===== src/rtl/cnt_field_pkg.sv =====
// Package: shared types for the counter field.
// Assumes: nothing beyond IEEE 1800-2017.
package cnt_field_pkg;

    // Outcome of one counting step before any clamping or wrap.
    typedef enum logic [1:0] {
        RANGE_IN   = 2'd0,
        RANGE_OVER = 2'd1,
        RANGE_UNDER = 2'd2
    } range_e;

endpackage


===== src/rtl/cnt_step_sel.sv =====
// Module: cnt_step_sel
// Chooses the step for one counting direction: a constant from a parameter
// or a zero-extended dynamic input, gated by the request.
// Assumes: IN_W <= OUT_W and STATIC_STEP fits in OUT_W bits.
module cnt_step_sel #(
    parameter int OUT_W       = 8,
    parameter int IN_W        = 4,
    parameter bit DYNAMIC     = 1'b1,
    parameter int STATIC_STEP = 1
) (
    input  logic             req,
    input  logic [IN_W-1:0]  step_in,
    output logic [OUT_W-1:0] amount
);

    localparam int PAD_W = OUT_W - IN_W;

    logic [OUT_W-1:0] raw_step;

    // Pick the step source given by the parameter.
    generate
        if (DYNAMIC) begin : g_dyn
            if (PAD_W > 0) begin : g_pad
                assign raw_step = {{PAD_W{1'b0}}, step_in};
            end else begin : g_nopad
                assign raw_step = step_in;
            end
        end else begin : g_static
            logic unused_step_in;
            assign unused_step_in = ^step_in;
            assign raw_step = OUT_W'(STATIC_STEP);
        end
    endgenerate

    // Gate the step with the request.
    always_comb begin
        amount = req ? raw_step : '0;
    end

endmodule


===== src/rtl/cnt_next_calc.sv =====
// Module: cnt_next_calc
// Combines the current count with the up and down amounts, classifies the
// result against the range and applies clamp or wrap per direction.
// Assumes: amounts are at most 2^WIDTH-1 each, so WIDTH+2 bits hold the sum.
module cnt_next_calc
    import cnt_field_pkg::*;
#(
    parameter int WIDTH  = 8,
    parameter bit UP_SAT = 1'b1,
    parameter bit DN_SAT = 1'b0
) (
    input  logic [WIDTH-1:0] cur,
    input  logic [WIDTH-1:0] up_amt,
    input  logic [WIDTH-1:0] dn_amt,
    output logic [WIDTH-1:0] nxt,
    output range_e           range_st
);

    localparam int EXT_W = WIDTH + 2;
    localparam logic [WIDTH-1:0] TOP = {WIDTH{1'b1}};

    logic [EXT_W-1:0] total;

    // Net change in two's complement with two guard bits.
    always_comb begin
        total = {2'b00, cur} + {2'b00, up_amt} - {2'b00, dn_amt};
    end

    // Classify the total: sign bit means below zero, carry bit means above top.
    always_comb begin
        if (total[EXT_W-1]) begin
            range_st = RANGE_UNDER;
        end else if (total[WIDTH]) begin
            range_st = RANGE_OVER;
        end else begin
            range_st = RANGE_IN;
        end
    end

    // Clamp or wrap according to the direction settings.
    always_comb begin
        unique case (range_st)
            RANGE_OVER:  nxt = UP_SAT ? TOP : total[WIDTH-1:0];
            RANGE_UNDER: nxt = DN_SAT ? '0  : total[WIDTH-1:0];
            default:     nxt = total[WIDTH-1:0];
        endcase
    end

endmodule


===== src/rtl/cnt_thresh_cmp.sv =====
// Module: cnt_thresh_cmp
// Level flags comparing the registered count with an upper and a lower
// threshold.
// Assumes: thresholds fit in WIDTH bits.
module cnt_thresh_cmp #(
    parameter int WIDTH = 8,
    parameter int UP_THR = 240,
    parameter int DN_THR = 8
) (
    input  logic [WIDTH-1:0] cnt,
    output logic             up_hit,
    output logic             dn_hit
);

    localparam logic [WIDTH-1:0] UP_LIM = WIDTH'(UP_THR);
    localparam logic [WIDTH-1:0] DN_LIM = WIDTH'(DN_THR);

    // Compare against both thresholds, inclusive.
    always_comb begin
        up_hit = (cnt >= UP_LIM);
        dn_hit = (cnt <= DN_LIM);
    end

endmodule


===== src/rtl/hw_count_field.sv =====
// Module: hw_count_field
// Register field counted by hardware up and down, with per-direction steps
// (static or dynamic), per-direction clamp or wrap, range event pulses,
// threshold flags and a software load that overrides counting.
// Assumes: single clock; synchronous active-low reset; UP_W, DN_W <= WIDTH.
module hw_count_field
    import cnt_field_pkg::*;
#(
    parameter int WIDTH     = 8,
    parameter int RESET_VAL = 16,
    parameter bit UP_DYN    = 1'b1,
    parameter int UP_W      = 4,
    parameter int UP_STEP   = 1,
    parameter bit DN_DYN    = 1'b0,
    parameter int DN_W      = 4,
    parameter int DN_STEP   = 2,
    parameter bit UP_SAT    = 1'b1,
    parameter bit DN_SAT    = 1'b0,
    parameter int UP_THR    = 240,
    parameter int DN_THR    = 8
) (
    input  logic             clk,
    input  logic             rst_n,
    input  logic             up_req,
    input  logic [UP_W-1:0]  up_step,
    input  logic             dn_req,
    input  logic [DN_W-1:0]  dn_step,
    input  logic             wr_en,
    input  logic [WIDTH-1:0] wr_data,
    output logic [WIDTH-1:0] count,
    output logic             ovf_evt,
    output logic             unf_evt,
    output logic             up_thr_hit,
    output logic             dn_thr_hit
);

    localparam logic [WIDTH-1:0] RST_V = WIDTH'(RESET_VAL);
    localparam logic [WIDTH-1:0] TOP   = {WIDTH{1'b1}};

    logic [WIDTH-1:0] up_amt;
    logic [WIDTH-1:0] dn_amt;
    logic [WIDTH-1:0] cnt_nxt;
    range_e           rng;

    cnt_step_sel #(
        .OUT_W(WIDTH), .IN_W(UP_W), .DYNAMIC(UP_DYN), .STATIC_STEP(UP_STEP)
    ) u_up_step (
        .req(up_req), .step_in(up_step), .amount(up_amt)
    );

    cnt_step_sel #(
        .OUT_W(WIDTH), .IN_W(DN_W), .DYNAMIC(DN_DYN), .STATIC_STEP(DN_STEP)
    ) u_dn_step (
        .req(dn_req), .step_in(dn_step), .amount(dn_amt)
    );

    cnt_next_calc #(
        .WIDTH(WIDTH), .UP_SAT(UP_SAT), .DN_SAT(DN_SAT)
    ) u_calc (
        .cur(count), .up_amt(up_amt), .dn_amt(dn_amt),
        .nxt(cnt_nxt), .range_st(rng)
    );

    cnt_thresh_cmp #(
        .WIDTH(WIDTH), .UP_THR(UP_THR), .DN_THR(DN_THR)
    ) u_thr (
        .cnt(count), .up_hit(up_thr_hit), .dn_hit(dn_thr_hit)
    );

    // Count register and event pulses; write beats counting.
    always_ff @(posedge clk) begin
        if (!rst_n) begin
            count   <= RST_V;
            ovf_evt <= 1'b0;
            unf_evt <= 1'b0;
        end else if (wr_en) begin
            count   <= wr_data;
            ovf_evt <= 1'b0;
            unf_evt <= 1'b0;
        end else begin
            count   <= cnt_nxt;
            ovf_evt <= (rng == RANGE_OVER);
            unf_evt <= (rng == RANGE_UNDER);
        end
    end

    // reset loads the reset value and clears events.
    a_r1_reset_load: assert property (@(posedge clk)
        !rst_n |=> (count == RST_V) && !ovf_evt && !unf_evt);

    // a write lands at the next edge with no event.
    a_r7_sw_load: assert property (@(posedge clk) disable iff (!rst_n)
        wr_en |=> (count == $past(wr_data)) && !ovf_evt && !unf_evt);

    // nothing requested means nothing moves.
    a_r10_idle_hold: assert property (@(posedge clk) disable iff (!rst_n)
        (!up_req && !dn_req && !wr_en) |=> $stable(count) && !ovf_evt && !unf_evt);

    // the two events never coincide.
    a_r6_evt_exclusive: assert property (@(posedge clk) disable iff (!rst_n)
        !(ovf_evt && unf_evt));

    // clamped directions sit at their limit when they report an event.
    generate
        if (UP_SAT) begin : g_up_sat_chk
            a_r5_sat_clamp: assert property (@(posedge clk) disable iff (!rst_n)
                ovf_evt |-> (count == TOP));
        end
        if (DN_SAT) begin : g_dn_sat_chk
            a_r6_sat_clamp: assert property (@(posedge clk) disable iff (!rst_n)
                unf_evt |-> (count == '0));
        end
    endgenerate

endmodule


===== config.mk =====
export PLATFORM = sky130hd
export DESIGN_NAME = hw_count_field
export DESIGN_NICKNAME = d
export VERILOG_FILES = /design/src/rtl/cnt_field_pkg.sv /design/src/rtl/cnt_step_sel.sv /design/src/rtl/cnt_next_calc.sv /design/src/rtl/cnt_thresh_cmp.sv /design/src/rtl/hw_count_field.sv
export SDC_FILE = /design/constraint.sdc
export NUM_CORES = 1
export LEC_CHECK = 0
export ABC_CLOCK_PERIOD_IN_PS = 7700
export BUFFER_PORTS_ARGS = -buffer_cell sky130_fd_sc_hd__buf_2
export CORE_MARGIN = 10
export CORE_UTILIZATION = 40
export CTS_CLUSTER_SIZE = 40
export DETAILED_ROUTE_END_ITERATION = 6
export HOLD_SLACK_MARGIN = 0.03
export MAX_ROUTING_LAYER = met4
export REMOVE_ABC_BUFFERS = 1
export SYNTH_ARGS = -nofsm -noshare
export SYNTH_HDL_FRONTEND = slang
export SYNTH_HIERARCHICAL = 1
export SYNTH_SLANG_ARGS = --single-unit

===== constraint.sdc =====
create_clock -name clk -period 7.7 [get_ports clk]
set_input_delay 1.155 -clock clk [delete_from_list [all_inputs] [get_ports clk]]
set_output_delay 1.155 -clock clk [all_outputs]
set_load 0.005 [all_outputs]

==> results.yml <==
critical_path:
  crit_buf_inv: 1
  critical_path.cell_chain: "buf_2 > and2_1 > ha_1 > a21oi_1 > nor2b_1 > o31a_1 > o41ai_1 > xnor2_1 > ha_1 > and3_1 > a221o_1 > or2_0 > o21ai_1 > and4bb_2"
  arrival_ns: 4.45
  crit_path_max_fanout: 8
  worstSetupStartpointType: "input pin"
  path_delay_family: "compound AO/OA/AOI/OAI gates"
  critPathMostFrequentCell: "ha_1"
  path_class: "input pin to flip-flop"
  slowest_delay_ns: 0.38
  required_ns: 7.86
  r2r_slack_ns: 4.24
  end_kind: "flip-flop"
  critPathSlowestCell: "a221o_1"
run_status:
  status: "finished clean"
grt:
  grt_max_degree: 11
  grt_pass1_vias: 1058
  grt_overflow: 0
  antenna_found_initial: 0
  grt_pass1_wl_microns: 4816
  grtUsageTotal_pct: 10.07
clocking:
  clk-insertion-delay-late_ns: 0.26
  h-tree-depth: 1
  cts-buffers-inserted: 3
  hold_buffers: 0
  cts_buffer_depth: 2
  cts_setup_buffers: 0
  root_buffer: "clkbuf_4"
  cts_sinks: 10
  ctsResizeCount: 0
  cts_tree: "yes"
  clk_pin_slew_ns: 0.06
logic_synthesis:
  ys_top_cells_by_area: "ha_1 16%, dfxtp_1 15%, buf_4 7.0%, mux2i_1 6.2%, nor2b_1 5.3%"
  yosysTopAreaCell: "ha_1"
  synthFlopType: "dfxtp_1"
  synth_top_area_share_pct: 16.44
  netlist_top_cells_count: "17 x ha_1, 14 x inv_1, 12 x buf_4"
  postSynthAreaPerCell_sq_um: 8.511
  ys_seq_area_share_pct: 15.47
  netlist_instances: 152
  async_flop_share_pct: 0
  synth_cell_type_count: 42
  syn_area_sq_um: 1294
  synth_edf_count: 0
  synth_most_common_cell: "ha_1"
  ys_seq_elements: 10
  ys_warn_count: 6
sta:
  slew_headroom_pct: 55.09
  fin_skew_ns: 0.0007102
  tightest_slew_ns: 0.6736
  min_period_ns: 4.295
  fin_tns_setup_ns: 0
  clock.fmax_ghz: 0.2328
  setup_violations: 0
  maxSlewViolCount: 0
  hold_violations: 0
  rsz0062_at_grt: "false"
  min_period_over_period_pct: 55.79
  holdWs_ns: 1.030
final_layout:
  ff_latch_area_sq_um: 200.2
  nNetsFinal: 220
  final_cell_area_sq_um: 1453
  multi_input_area_sq_um: 968.4
  fill_cells: 328
  instances_no_fill: 223
  drive_gt1_share_pct: 21.79
  antennaDiodeCount: 0
  synthToLayoutAreaGrowth_pct: 12.28
pwr:
  leakage_nw: 0.7063
  peakVddDrop_mv: 0.2049
  power_w: 0.0006426
  powerDensity_nw_per_um2: 442.4
floorplan:
  die_h_microns: 76.87
  io_pins: 33
  die_w_microns: 76.87
  start_util_pct: 42.03
  dieArea_sq_um: 5909
  rows: 20
  coreArea_sq_um: 3078
placed_design:
  io_buffers: 28
  place_inst: 219
  place_area_sq_um: 1416
  gp_congestion: 0.7476
  hpwlAfterDp_microns: 2494
drt:
  vias: 1066
  viasPerCell: 4.780
  route.detailed.drc: 0
  totalWireLength_microns: 2850
  ant_nets: 0
  route.met2.wl_microns: 1418
  wl_met1_microns: 1289
  avgRoutedWirePerCell_microns: 12.78
  drt_iter0_drc: 31
  dr_wl_met3_microns: 97
  top_layer: "met4"
  dr.pass1.iters: 4
min_path:
  min_path_type: "flip-flop to flip-flop"
run:
  maxCapViolCount: 0
## where the power goes
| part | switching [W] | total (W) | internal, W |
|---|---|---|---|
| Clock | 0.0000172 | 0.0000459 | 0.0000287 |
| Sequential | 0.0000170 | 0.0000914 | 0.0000745 |
| Combinational | 0.000273 | 0.000505 | 0.000232 |
| Total | 0.000307 | 0.000643 | 0.000335 |
## kinds of logic after synthesis
group | Yosys count | share of synthesized area (%)
fa+ha+maj | 19 | 19.54
flops | 10 | 15.47
xor+xnor | 10 | 6.770
simple gates | 38 | 17.22
compound gates | 37 | 21.95
other cells | 2 | 0.5805
buf+inv | 28 | 12.28
mux | 8 | 6.190
## state kept, by name, indices dropped and copies added, names as in the netlist
register / flops
ovf_evt: 1
count: 8
unf_evt: 1
## layout make-up
| cell class | instances | share of cell area [%] |
|---|---|---|
| inverter | 14 | 3.618 |
| clock buffer | 4 | 2.498 |
| tap | 44 | 3.790 |
| timing repair buffer | 28 | 9.647 |
| multi-input combinational | 123 | 66.67 |
| sequential | 10 | 13.78 |
## cell usage in the layout, fill, tap and decap left out, drive strengths merged
cell | Yosys | final
nand2 | 5 | 5
nor2b | 11 | 11
o2111ai | 1 | 1
o31a | 1 | 1
or3 | 1 | 1
conb | 2 | 11
xnor2 | 6 | 6
o21bai | 1 | 1
xor2 | 4 | 4
and4 | 1 | 1
and2 | 4 | 4
a211oi | 2 | 2
nor3 | 2 | 2
o41ai | 1 | 1
o221a | 1 | 1
nor2 | 7 | 7
o21ai | 5 | 5
o311ai | 1 | 1
a221o | 1 | 1
buf | 14 | 28
o221ai | 1 | 1
a21o | 5 | 5
or4 | 1 | 1
a32oi | 1 | 1
clkbuf | 0 | 4
ha | 17 | 17
o21a | 3 | 3
inv | 14 | 14
and4bb | 2 | 2
fa | 2 | 2
a21oi | 7 | 7
or2 | 2 | 2
o211ai | 5 | 5
and3 | 2 | 2
a221oi | 1 | 1
dfxtp | 10 | 10
mux2i | 8 | 8
## path summary, 6_finish.rpt
kind                                     startpoint             endpoint  cells past startpoint
worst max-delay path                         up_req   unf_evt$_SDFF_PP0_                     14
worst min register to register  count[0]$_SDFF_PN0_  count[0]$_SDFF_PN0_                      6
worst max register to register  count[1]$_SDFF_PN0_   unf_evt$_SDFF_PP0_                     12
worst min-delay path            count[0]$_SDFF_PN0_  count[0]$_SDFF_PN0_                      6
## stage by stage
step | utilization [%] | worst slack (ns)
6_report | 47.20 | 3.405
5_1_grt | 47.20 | 3.184
4_1_cts | 47.20 | 3.375
3_5_place_dp | 46.02 | 3.112
3_3_place_gp | 46.02 | 3.166
2_1_floorplan | - | 3.596
## tightest hold or removal path, cell delays in order (launching register included)
cell and delay (ns):
dfxtp_1 0.34, ha_1 0.12, inv_1 0.04, ha_1 0.26, o211ai_1 0.07, mux2i_1 0.07, nor2b_1 0.09
## per-layer routing
metal	vias to the layer above	global-route usage, %
li1	570	-
met1	471	11.20
met2	21	16.69
met3	4	2.681
met4	0	4.089
met5	-	-
Note: power is estimated with default switching activity, not from simulation.
